## config.mk

```make
export PLATFORM = sky130hd
export DESIGN_NAME = rs_station
export DESIGN_NICKNAME = d
export VERILOG_FILES = /design/src/rtl/rs_pkg.sv /design/src/rtl/rs_regstat.sv /design/src/rtl/rs_slot.sv /design/src/rtl/rs_pick.sv /design/src/rtl/rs_station.sv
export SDC_FILE = /design/constraint.sdc
export NUM_CORES = 1
export LEC_CHECK = 0
export CORE_MARGIN = 4
export CORE_UTILIZATION = 60
export DETAILED_ROUTE_END_ITERATION = 10
export DONT_BUFFER_PORTS = 1
export PLACE_DENSITY_LB_ADDON = 0.3
export SLEW_MARGIN = 20
export SYNTH_ARGS = -nofsm -noshare
export SYNTH_HDL_FRONTEND = slang
export SYNTH_SLANG_ARGS = --single-unit
export TNS_END_PERCENT = 50
```

## constraint.sdc

```tcl
create_clock -name clk -period 6.2 [get_ports clk]
set_clock_uncertainty 0.2 [all_clocks]
set_input_delay 0.62 -clock clk [delete_from_list [all_inputs] [get_ports clk]]
set_output_delay 0.62 -clock clk [all_outputs]
set_load 0.01 [all_outputs]
```

## src/rtl/rs_pkg.sv

```systemverilog
package rs_pkg;
    localparam int RS_ENTRIES  = 4;
    localparam int RS_REGS     = 8;
    localparam int RS_DW       = 16;
    localparam int RS_OPW      = 4;
    localparam int RS_TW       = 4;
    localparam int RS_TAG_BASE = 4;

    localparam int RS_RW = (RS_REGS > 1) ? $clog2(RS_REGS) : 1;
    localparam int RS_IW = (RS_ENTRIES > 1) ? $clog2(RS_ENTRIES) : 1;
    localparam int RS_AW = RS_IW;

    typedef logic [RS_DW-1:0]  data_t;
    typedef logic [RS_TW-1:0]  tag_t;
    typedef logic [RS_RW-1:0]  reg_t;
    typedef logic [RS_OPW-1:0] op_t;
    typedef logic [RS_IW-1:0]  idx_t;
    typedef logic [RS_AW-1:0]  age_t;

    typedef struct packed {
        logic  rdy;
        tag_t  tag;
        data_t val;
    } opnd_t;

    typedef struct packed {
        logic  vld;
        tag_t  tag;
        data_t data;
    } bus_t;

    typedef struct packed {
        op_t   op;
        opnd_t a;
        opnd_t b;
    } slot_req_t;

    function automatic opnd_t resolve_src(logic busy, tag_t ptag, data_t rfv, bus_t bus);
        opnd_t o;
        if (!busy) begin
            o = '{rdy: 1'b1, tag: '0, val: rfv};
        end else if (bus.vld && bus.tag == ptag) begin
            o = '{rdy: 1'b1, tag: '0, val: bus.data};
        end else begin
            o = '{rdy: 1'b0, tag: ptag, val: '0};
        end
        return o;
    endfunction

    function automatic opnd_t snoop(opnd_t cur, bus_t bus);
        opnd_t o;
        o = cur;
        if (!cur.rdy && bus.vld && bus.tag == cur.tag) begin
            o = '{rdy: 1'b1, tag: '0, val: bus.data};
        end
        return o;
    endfunction
endpackage

```

## src/rtl/rs_regstat.sv

```systemverilog
module rs_regstat
    import rs_pkg::*;
(
    input  logic clk,
    input  logic rst,
    input  reg_t rd1,
    input  reg_t rd2,
    output logic busy1,
    output tag_t tag1,
    output logic busy2,
    output tag_t tag2,
    input  logic wr_en,
    input  reg_t wr_reg,
    input  tag_t wr_tag,
    input  bus_t bus
);
    logic [RS_REGS-1:0] busy_q;
    tag_t               tag_q [RS_REGS];

    assign busy1 = busy_q[rd1];
    assign tag1  = tag_q[rd1];
    assign busy2 = busy_q[rd2];
    assign tag2  = tag_q[rd2];

    for (genvar r = 0; r < RS_REGS; r++) begin : g_reg
        logic wr_here;
        logic hit;
        assign wr_here = wr_en && (wr_reg == reg_t'(r));
        assign hit     = bus.vld && busy_q[r] && (bus.tag == tag_q[r]);

        always_ff @(posedge clk) begin
            if (rst) begin
                busy_q[r] <= 1'b0;
                tag_q[r]  <= '0;
            end else if (wr_here) begin
                busy_q[r] <= 1'b1;
                tag_q[r]  <= wr_tag;
            end else if (hit) begin
                busy_q[r] <= 1'b0;
            end
        end

        // a non-matching broadcast leaves the younger writer in place
        p_keep_younger_r5: assert property (@(posedge clk) disable iff (rst)
            (busy_q[r] && !wr_here && !(bus.vld && bus.tag == tag_q[r]))
            |=> (busy_q[r] && tag_q[r] == $past(tag_q[r])));

        // a matching broadcast releases the register
        p_clear_match_r5: assert property (@(posedge clk) disable iff (rst)
            (busy_q[r] && !wr_here && bus.vld && bus.tag == tag_q[r]) |=> !busy_q[r]);
    end
endmodule

```

## src/rtl/rs_slot.sv

```systemverilog
module rs_slot
    import rs_pkg::*;
#(
    parameter tag_t MY_TAG = '0
) (
    input  logic      clk,
    input  logic      rst,
    input  logic      alloc,
    input  logic      alloc_any,
    input  slot_req_t req,
    input  bus_t      bus,
    input  logic      grant,
    input  logic      free_any,
    input  age_t      free_age,
    output logic      valid,
    output logic      ready,
    output logic      free_hit,
    output age_t      age,
    output op_t       op,
    output data_t     aval,
    output data_t     bval
);
    logic  issued_q;
    opnd_t a_q, b_q;
    age_t  age_nxt;

    assign ready    = valid && !issued_q && a_q.rdy && b_q.rdy;
    assign free_hit = valid && issued_q && bus.vld && (bus.tag == MY_TAG);
    assign aval     = a_q.val;
    assign bval     = b_q.val;

    always_comb begin
        age_nxt = age;
        if (alloc_any) age_nxt = age_nxt + age_t'(1);
        if (free_any && !free_hit && (age > free_age)) age_nxt = age_nxt - age_t'(1);
    end

    always_ff @(posedge clk) begin
        if (rst) begin
            valid    <= 1'b0;
            issued_q <= 1'b0;
            age      <= '0;
            op       <= '0;
            a_q      <= '0;
            b_q      <= '0;
        end else if (alloc) begin
            valid    <= 1'b1;
            issued_q <= 1'b0;
            age      <= '0;
            op       <= req.op;
            a_q      <= req.a;
            b_q      <= req.b;
        end else if (valid) begin
            a_q <= snoop(a_q, bus);
            b_q <= snoop(b_q, bus);
            age <= age_nxt;
            if (grant) issued_q <= 1'b1;
            if (free_hit) valid <= 1'b0;
        end
    end

    // a waiting operand captures the matching broadcast value
    p_capture_r4: assert property (@(posedge clk) disable iff (rst)
        (valid && !a_q.rdy && bus.vld && bus.tag == a_q.tag)
        |=> (a_q.rdy && a_q.val == $past(bus.data)));

    // only a fully ready, unsent slot may be granted
    p_grant_ready_r7: assert property (@(posedge clk) disable iff (rst)
        grant |-> (valid && a_q.rdy && b_q.rdy && !issued_q));

    // the broadcast of the slot's own tag releases it
    p_release_r7: assert property (@(posedge clk) disable iff (rst)
        free_hit |=> !valid);
endmodule

```

## src/rtl/rs_pick.sv

```systemverilog
module rs_pick
    import rs_pkg::*;
(
    input  logic                  clk,
    input  logic                  rst,
    input  logic [RS_ENTRIES-1:0] ready,
    input  age_t                  ages [RS_ENTRIES],
    output logic [RS_ENTRIES-1:0] grant,
    output logic                  any,
    output idx_t                  sel
);
    age_t best_age;

    always_comb begin
        any      = 1'b0;
        sel      = '0;
        best_age = '0;
        for (int i = 0; i < RS_ENTRIES; i++) begin
            if (ready[i] && (!any || ages[i] > best_age)) begin
                any      = 1'b1;
                sel      = idx_t'(i);
                best_age = ages[i];
            end
        end
        grant = '0;
        if (any) grant[sel] = 1'b1;
    end

    // at most one slot dispatched per cycle
    p_one_grant_r7: assert property (@(posedge clk) disable iff (rst) $onehot0(grant));

    for (genvar i = 0; i < RS_ENTRIES; i++) begin : g_chk
        // no ready slot is older than the chosen one
        p_oldest_r7: assert property (@(posedge clk) disable iff (rst)
            (any && ready[i]) |-> (ages[i] <= ages[sel]));
    end
endmodule

```

## src/rtl/rs_station.sv

```systemverilog
module rs_station
    import rs_pkg::*;
(
    input  logic              clk,
    input  logic              rst,
    input  logic              iss_valid,
    input  logic [RS_OPW-1:0] iss_op,
    input  logic [RS_RW-1:0]  iss_src1,
    input  logic [RS_RW-1:0]  iss_src2,
    input  logic [RS_RW-1:0]  iss_dst,
    input  logic [RS_DW-1:0]  rf_rd1,
    input  logic [RS_DW-1:0]  rf_rd2,
    input  logic              cdb_valid,
    input  logic [RS_TW-1:0]  cdb_tag,
    input  logic [RS_DW-1:0]  cdb_data,
    output logic              iss_full,
    output logic [RS_TW-1:0]  iss_tag,
    output logic              disp_valid,
    output logic [RS_OPW-1:0] disp_op,
    output logic [RS_DW-1:0]  disp_a,
    output logic [RS_DW-1:0]  disp_b,
    output logic [RS_TW-1:0]  disp_tag
);
    bus_t      bus;
    logic      busy1, busy2;
    tag_t      ptag1, ptag2;
    slot_req_t req;
    logic      alloc_any;
    idx_t      free_idx;

    logic [RS_ENTRIES-1:0] valid_v, ready_v, free_v, alloc_v, grant_v;
    age_t  age_v [RS_ENTRIES];
    op_t   op_v  [RS_ENTRIES];
    data_t a_v   [RS_ENTRIES];
    data_t b_v   [RS_ENTRIES];
    logic  free_any;
    age_t  free_age;
    idx_t  sel;

    assign bus       = '{vld: cdb_valid, tag: cdb_tag, data: cdb_data};
    assign iss_full  = &valid_v;
    assign alloc_any = iss_valid && !iss_full;
    assign iss_tag   = tag_t'(RS_TAG_BASE) + tag_t'(free_idx);

    always_comb begin
        free_idx = '0;
        for (int i = RS_ENTRIES - 1; i >= 0; i--) begin
            if (!valid_v[i]) free_idx = idx_t'(i);
        end
        alloc_v = '0;
        if (alloc_any) alloc_v[free_idx] = 1'b1;
    end

    always_comb begin
        free_any = |free_v;
        free_age = '0;
        for (int i = 0; i < RS_ENTRIES; i++) begin
            if (free_v[i]) free_age = age_v[i];
        end
    end

    rs_regstat u_stat (
        .clk   (clk),
        .rst   (rst),
        .rd1   (iss_src1),
        .rd2   (iss_src2),
        .busy1 (busy1),
        .tag1  (ptag1),
        .busy2 (busy2),
        .tag2  (ptag2),
        .wr_en (alloc_any),
        .wr_reg(iss_dst),
        .wr_tag(iss_tag),
        .bus   (bus)
    );

    assign req.op = iss_op;
    assign req.a  = resolve_src(busy1, ptag1, rf_rd1, bus);
    assign req.b  = resolve_src(busy2, ptag2, rf_rd2, bus);

    for (genvar i = 0; i < RS_ENTRIES; i++) begin : g_slot
        rs_slot #(.MY_TAG(tag_t'(RS_TAG_BASE + i))) u_slot (
            .clk      (clk),
            .rst      (rst),
            .alloc    (alloc_v[i]),
            .alloc_any(alloc_any),
            .req      (req),
            .bus      (bus),
            .grant    (grant_v[i]),
            .free_any (free_any),
            .free_age (free_age),
            .valid    (valid_v[i]),
            .ready    (ready_v[i]),
            .free_hit (free_v[i]),
            .age      (age_v[i]),
            .op       (op_v[i]),
            .aval     (a_v[i]),
            .bval     (b_v[i])
        );
    end

    rs_pick u_pick (
        .clk  (clk),
        .rst  (rst),
        .ready(ready_v),
        .ages (age_v),
        .grant(grant_v),
        .any  (disp_valid),
        .sel  (sel)
    );

    assign disp_op  = op_v[sel];
    assign disp_a   = a_v[sel];
    assign disp_b   = b_v[sel];
    assign disp_tag = tag_t'(RS_TAG_BASE) + tag_t'(sel);

    // an issue against a full station takes no slot
    p_full_blocks_r1: assert property (@(posedge clk) disable iff (rst)
        (iss_full && iss_valid && !free_any) |=> iss_full);

    // reset leaves nothing to dispatch and a free station
    p_reset_r9: assert property (@(posedge clk)
        rst |=> (!disp_valid && !iss_full));
endmodule

```

======== Yosys cells after proc, flatten, opt, wreduce, memory -nomap -nowiden ========
Memories as Yosys holds them, arrays and structs flattened.
Cells that the tools add are included.
cells by class
  add/subtract/negate cells ............... 10
  muxes and demuxes ....................... 135
  reduce and logical (&&, ||, !) cells .... 142
  bitwise gates (word level) .............. 9
  eq/ne operators ......................... 29
  magnitude comparators ................... 14
operators by type and width
  operator                                                    count
  two-way mux 21 bit                                          28
  logical AND 1 bit                                           80
  == test 4 bit                                               18
  binary-select mux 16 bit (select 2 bit)                     2
  two-way mux 16 bit                                          4
  two-way mux 1 bit                                           63
  two-way mux 4 bit                                           12
  two-way mux 2 bit                                           21
  nonzero test 2 bit                                          20
  AND reduction 2 bit                                         12
  zero test 1 bit                                             20
  == test 4 x 3 -> 1 bit, second input constant               4
  greater-than comparator 2 bit                               7
  == test 3 bit, second input constant                        4
  adder 2 x 1 -> 2 bit, second input constant                 4
  adder 3 x 2 -> 4 bit, first input constant                  2
  binary-select mux 4 bit (select 2 bit)                      1
  less-than comparator 3 x 4 -> 1 bit, second input constant  2
  OR 1 bit                                                    8
  OR reduction 2 bit                                          4
  subtractor 2 x 1 -> 2 bit, second input constant            4
  binary-select mux 1 bit (select 3 bit)                      2
  == test 3 x 2 -> 1 bit, second input constant               2
  less-than comparator 2 x 3 -> 1 bit, second input constant  2
  9 further kinds                                             13
word-level totals
  RAM bits ................................ 32
  output and inout port bits .............. 46
  memories kept ........................... 1
  bits in registers ....................... 208
memories
  name          depth  bits a word  rd ports  clocked after memory_dff  write ports  RTL line          source
  u_stat.tag_q  8      4            10        0                         8            rs_regstat.sv:18  tag_t tag_q [RS_REGS];

======== Logic depth before layout (Yosys ltp) ========
  depth in word-level cells ............... 23
  mapped depth ............................ 24
  gate-level depth less buffers ........... 21

======== By module ========
A second synthesis with hierarchy kept.
unflattened totals
  cells, all modules ...................... 1654
  area total of the unflattened synthesis .. 16276.9 um2
by module, submodules not included
  module                      sequential area each (um2)  area each (um2)  instances  cells each
  rs_slot (g_slot[3].u_slot)  1001.0                      2839.0           1          299
  rs_slot (g_slot[1].u_slot)  1001.0                      2831.5           1          297
  rs_slot (g_slot[2].u_slot)  1001.0                      2822.7           1          298
  rs_slot (g_slot[0].u_slot)  1001.0                      2820.2           1          297
  rs_regstat                  1121.1                      2690.1           1          208
  rs_station                  0.0                         1970.6           1          215
  rs_pick                     0.0                         302.8            1          40

======== Least setup slack after synthesis ========
OpenSTA, ideal clock, no wires.
  kind .................................... register to output
  start point ............................. register g_slot[0].u_slot.valid
  end point ............................... output port disp_a[10]
  stages on the path, launching flop included .. 23
  path buffers ............................ 3
  data required time ...................... 5.380 ns
  slack ................................... 0.551 ns
  arrival time ............................ 4.829 ns
  cell sequence ........................... dfxtp_1 -> clkbuf_2 -> and4b_1 -> clkbuf_1 -> nand2_1 -> ha_1 -> nor2b_1 -> o21ai_0 -> a21oi_1 -> mux2_2 -> ha_1 -> nand2_1 -> o21ai_0 -> a21oi_1 -> mux2_2 -> ha_1 -> nor2b_1 -> o211ai_1 -> o221ai_1 -> nor2_1 -> clkbuf_1 -> a222oi_1 -> nand2_1
between the ends
  word-level cells in the longest chain between the ends .. 20
  elaborated cells on any way between the ends .. 28
  those cells by class .................... order compare (3); mux (12); bitwise (1); reduce/logical (12)
ends and longest elaborated chain
  what                                                              RTL line           source
  start: declaration                                                rs_slot.sv:15      output logic valid,
  start signal: assignment                                          rs_slot.sv:40      valid <= 1'b0;
  start signal: assignment                                          rs_slot.sv:47      valid <= 1'b1;
  start signal: assignment                                          rs_slot.sv:58      if (free_hit) valid <= 1'b0;
  logical AND 1 bit (*) (3 in a row)                                rs_slot.sv:27      assign ready = valid && !issued_q && a_q.rdy && b_q.rdy;
  two-way mux 2 bit or two-way mux 1 bit (tied branches)            rs_pick.sv:19      if (ready[i] && (!any || ages[i] > best_age)) begin
  greater-than comparator 2 bit or zero test 1 bit (tied branches)  rs_pick.sv:19
  logical OR 1 bit                                                  rs_pick.sv:19
  logical AND 1 bit                                                 rs_pick.sv:19
  two-way mux 2 bit or two-way mux 1 bit (tied branches)            rs_pick.sv:19
  greater-than comparator 2 bit or zero test 1 bit (tied branches)  rs_pick.sv:19
  logical OR 1 bit                                                  rs_pick.sv:19
  logical AND 1 bit                                                 rs_pick.sv:19
  two-way mux 2 bit or two-way mux 1 bit (tied branches)            rs_pick.sv:19
  greater-than comparator 2 bit or zero test 1 bit (tied branches)  rs_pick.sv:19
  logical OR 1 bit                                                  rs_pick.sv:19
  logical AND 1 bit                                                 rs_pick.sv:19
  two-way mux 2 bit (*)                                             rs_pick.sv:19
  inverter 2 -> 3 bit (not written as such) (*)                     rs_station.sv:113  assign disp_a = a_v[sel];
  binary-select mux 16 bit (select 2 bit) (*)                       rs_station.sv:113
  two-way mux 16 bit (not written as such) (*) (2 in a row)         rs_station.sv:113
  end: declaration                                                  rs_station.sv:20   output logic [RS_DW-1:0] disp_a,
Every way passes the cells marked *; elsewhere a longest branch is shown, timed or not. The select of a mux whose other input is x is not followed.

======== Final worst setup path ========
  start point ............................. register g_slot[0].u_slot.issued_q
  end point ............................... output port disp_b[15]
between the ends
  word-level cells in the longest chain between the ends .. 21
  elaborated cells on any way between the ends .. 29
  those cells by class .................... order compare (3); mux (12); bitwise (1); reduce/logical (13)
ends and longest elaborated chain
  what                                                              RTL line           source
  start: declaration                                                rs_slot.sv:23      logic issued_q;
  start signal: assignment                                          rs_slot.sv:41      issued_q <= 1'b0;
  start signal: assignment                                          rs_slot.sv:48      issued_q <= 1'b0;
  start signal: assignment                                          rs_slot.sv:57      if (grant) issued_q <= 1'b1;
  zero test 1 bit (*)                                               rs_slot.sv:27
  logical AND 1 bit (*) (3 in a row)                                rs_slot.sv:27
  two-way mux 2 bit or two-way mux 1 bit (tied branches)            rs_pick.sv:19
  greater-than comparator 2 bit or zero test 1 bit (tied branches)  rs_pick.sv:19
  logical OR 1 bit                                                  rs_pick.sv:19
  logical AND 1 bit                                                 rs_pick.sv:19
  two-way mux 2 bit or two-way mux 1 bit (tied branches)            rs_pick.sv:19
  greater-than comparator 2 bit or zero test 1 bit (tied branches)  rs_pick.sv:19
  [... 2 more ...]                                                  --
  two-way mux 2 bit or two-way mux 1 bit (tied branches)            rs_pick.sv:19
  greater-than comparator 2 bit or zero test 1 bit (tied branches)  rs_pick.sv:19
  logical OR 1 bit                                                  rs_pick.sv:19
  logical AND 1 bit                                                 rs_pick.sv:19
  two-way mux 2 bit (*)                                             rs_pick.sv:19
  inverter 2 -> 3 bit (not written as such) (*)                     rs_station.sv:114  assign disp_b = b_v[sel];
  binary-select mux 16 bit (select 2 bit) (*)                       rs_station.sv:114
  two-way mux 16 bit (not written as such) (*) (2 in a row)         rs_station.sv:114
  end: declaration                                                  rs_station.sv:21   output logic [RS_DW-1:0] disp_b,
Marked as above.

==> results by group <==
Logic synthesis
  – Library cells used by synthesis: 64
  – Top cell type's share of synthesized area: 0.317
  – Most frequent cells after synthesis: 201 x dfxtp_1, 180 x nand2_1, 130 x a21oi_1
  – Register bit total from synthesis: 224
  – Cell type with the highest aggregate area in the netlist: dfxtp_1
  – Synth Warn #: 0
  – Number of synthesized flops with an enable pin: 23
  – Leading register cell type out of synthesis: dfxtp_1
  – Syn Area/Cell: 8.68 sq um
  – Post-synthesis async set-or-reset flop share: 0
  – Mapped Area: 12,700 sq um
  – Main area contributors after synthesis: dfxtp_1 32%, a22oi_1 5.7%, edfxtp_1 5.4%
  – Seq/Total Area, Yosys: 0.371
  – Cells after Synth: 1,463
  – Most frequent cell after synthesis: dfxtp_1

Placement
  – Input/output buffers: 0
  – Detailed placement HPWL: 24.2 mm
  – Placement Setup Slack: 0.159 ns
  – Routability-driven placement congestion ratio: 0.878
  – Placed cell count: 1,629
  – Area post-placement: 12,700 sq um

GRT
  – Largest net degree at the start of global routing: 203
  – Gr usage total: 0.316
  – Grt ovf: 0
  – Initial antenna violation count: 1
  – First-pass GRT wire length: 61.4 mm
  – Vias in the first global route: 11,200

Finish
  – Multi-input gate area: 7370 sq um
  – Fillcell total: 1,674
  – Storage element area: 4720 sq um
  – Final instance area: 13,600 sq um
  – Fin cells: 1,675
  – Area Overhead vs Synth: 7.03%
  – Fraction of layout cells with a size suffix above 1: 0.108
  – Post-layout net count: 1,472
  – ANT cells: 0

Setup path
  – CP Data Arrival Time: 5.14 ns
  – Critical Path Fanout Max: 11
  – CP Class: reg2out
  – Worst path required time: 5.38 ns
  – Startpoint Class: flop
  – Crit. End Element: primary output

Timing
  – Final setup violation count: 0
  – Max Freq: 168 MHz
  – Fin. max-slew vios: 0
  – Tightest hold margin: 0.0229 ns
  – Setup WS post-layout: 0.237 ns
  – Hold Violations, Final: 0
  – Tcrit/Tclk final: 0.962
  – Slew headroom: 0.232
  – Worst Tran Pin Value: 1.13 ns
  – Tmin final: 5.96 ns

Drt
  – DRC errors left: 0
  – Vias: 11,600
  – TritonRoute pass-1 iters: 8
  – Final Routed Wirelength: 38.9 mm
  – ANT nets after route: 0
  – WL per Instance: 23.2 um
  – Via density: 6.91
  – Initial DRC count: 1,610

Floorplanning
  – # IOs: 115
  – # rows: 52
  – DIE WIDTH: 154 um
  – Initial core utilization: 0.618
  – Chip height: 154 um
  – Core Box Area: 20,600 sq um
  – Die ar.: 23,600 sq um

Worst hold path
  – Worst hold path type: in2reg

Pwr
  – Highest ir drop seen on vdd: 0.205 mV
  – Static Leakage: 4.83 nW
  – Tot Pwr: 0.00329 W
  – Power Dens Cells: 242 nW/um^2

CTS
  – CTS clk-pin slew, worst paths: 0.06 ns
  – CTS Sinks: 224
  – TritonCTS Buffers: 24
  – H-tree levels: 1
  – Clock tree from TritonCTS: yes
  – Worst-Skew Late Latency: 0.53 ns
  – CTS Root Buffer Type: clkbuf_16
  – Max Root-Sink Buffers: 3

Job
  – Max-cap check violation count: 0

Outcome
  – Outcome: finished, final reports clean
==> repair_timing <==
item                                    CTS  global route
gates resized for setup                   6            10
buffers inserted                          0             4
pin swaps                                 0             5
hold buffers                              0             0
endpoints found under the setup margin   36            37
==> layer usage <==
layer / track usage / vias up / wire length (um)
met5: 0 / - / 14
met4: 0.123 / 2 / 1380
met3: 0.0638 / 112 / 4200
met2: 0.506 / 751 / 18100
met1: 0.422 / 5453 / 15200
li1: - / 5261 / -
==> registers in the layout, summed over array words and instances (netlist names) <==
signal                  flops
g_slot.u_slot.bval         64
g_slot.u_slot.valid         4
u_stat.busy_q               8
g_slot.u_slot.b_q          16
u_stat.tag_q               24
g_slot.u_slot.op           16
g_slot.u_slot.a_q          16
g_slot.u_slot.aval         64
g_slot.u_slot.age           8
g_slot.u_slot.issued_q      4
==> area by class of cell <==
type / instances / share of cell area
clock buffers: 34 / 0.0514
clock inverters: 8 / 0.00478
inverters: 22 / 0.00607
multi-input cells: 1081 / 0.542
flip-flops and latches: 224 / 0.347
well taps: 270 / 0.0248
repair buffers: 36 / 0.0237
==> final timing paths <==
check | slack [ns] | cells after the start | startpoint | end
worst max register to register | 1.47 | 20 | g_slot[0].u_slot.issued_q$_SDFFE_PP0P_ | g_slot[0].u_slot.issued_q$_SDFFE_PP0P_
worst min-delay path | 0.02 | 2 | iss_op[0] | g_slot[3].u_slot.op[0]$_SDFFE_PP0P_
worst max-delay path | 0.24 | 20 | g_slot[0].u_slot.issued_q$_SDFFE_PP0P_ | disp_b[15]
worst min register to register | 0.26 | 2 | g_slot[3].u_slot.op[0]$_SDFFE_PP0P_ | g_slot[3].u_slot.op[0]$_SDFFE_PP0P_
==> metrics by stage <==
| stage | setup TNS [ns] | util |
|---|---|---|
| 2_1_floorplan | 0 | - |
| 3_5_place_dp | 0 | 0.620 |
| 6_report | 0 | 0.661 |
| 3_3_place_gp | 0 | 0.618 |
| 4_1_cts | 0 | 0.658 |
| 5_1_grt | -0.0172 | 0.661 |
==> cell families (layout without fill, tap and decap cells) <==
family / Yosys count / after routing / share of synthesized area
xor gates and xnor gates: 58 / 58 / 0.0423
DFF: 224 / 224 / 0.371
and+or+nand+nor: 461 / 461 / 0.193
AOI/OAI and AO/OA: 466 / 466 / 0.245
other: 2 / 4 / 0.000591
buffers and inverters: 160 / 100 / 0.0596
adders and majority gates: 14 / 14 / 0.0138
muxes: 78 / 78 / 0.0750
==> layout by cell type, fill, tap and decap left out, drive strengths merged, types with 18 or more instances in the layout <==
cell and n:
dfxtp 201, nand2 180, a21oi 130, o21ai 105
a22oi 96, nor2 71, mux2i 56, nor3 56
xnor2 54, and2 42, a211oi 39, a222oi 36
buf 36, clkbuf 34, nor4 32, edfxtp 23
inv 21, o21a 18
==> report_power, final <==
group          total [W]  internal (W)  switching (W)
Combinational   0.000335      0.000119       0.000215
Sequential       0.00153       0.00150      0.0000300
Clock            0.00142      0.000822       0.000600
Total            0.00329       0.00245       0.000846
==> critical path, stage by stage (launching register included) <==
cell and delay, ns:
dfxtp_1 0.32, and4b_2 0.32, nand2_1 0.09, ha_1 0.30, nor2b_1 0.16, o21ai_2 0.11, a21oi_4 0.23, mux2_4 0.33
ha_1 0.28, nand2_1 0.08, o21ai_2 0.07, a21oi_2 0.20, mux2_2 0.37, ha_1 0.29, nor2b_2 0.16, o211ai_1 0.23
o221ai_2 0.23, a211oi_4 0.32, buf_4 0.26, nand2_1 0.07, nand2_1 0.20
Note: power is estimated with default switching activity, not from simulation.
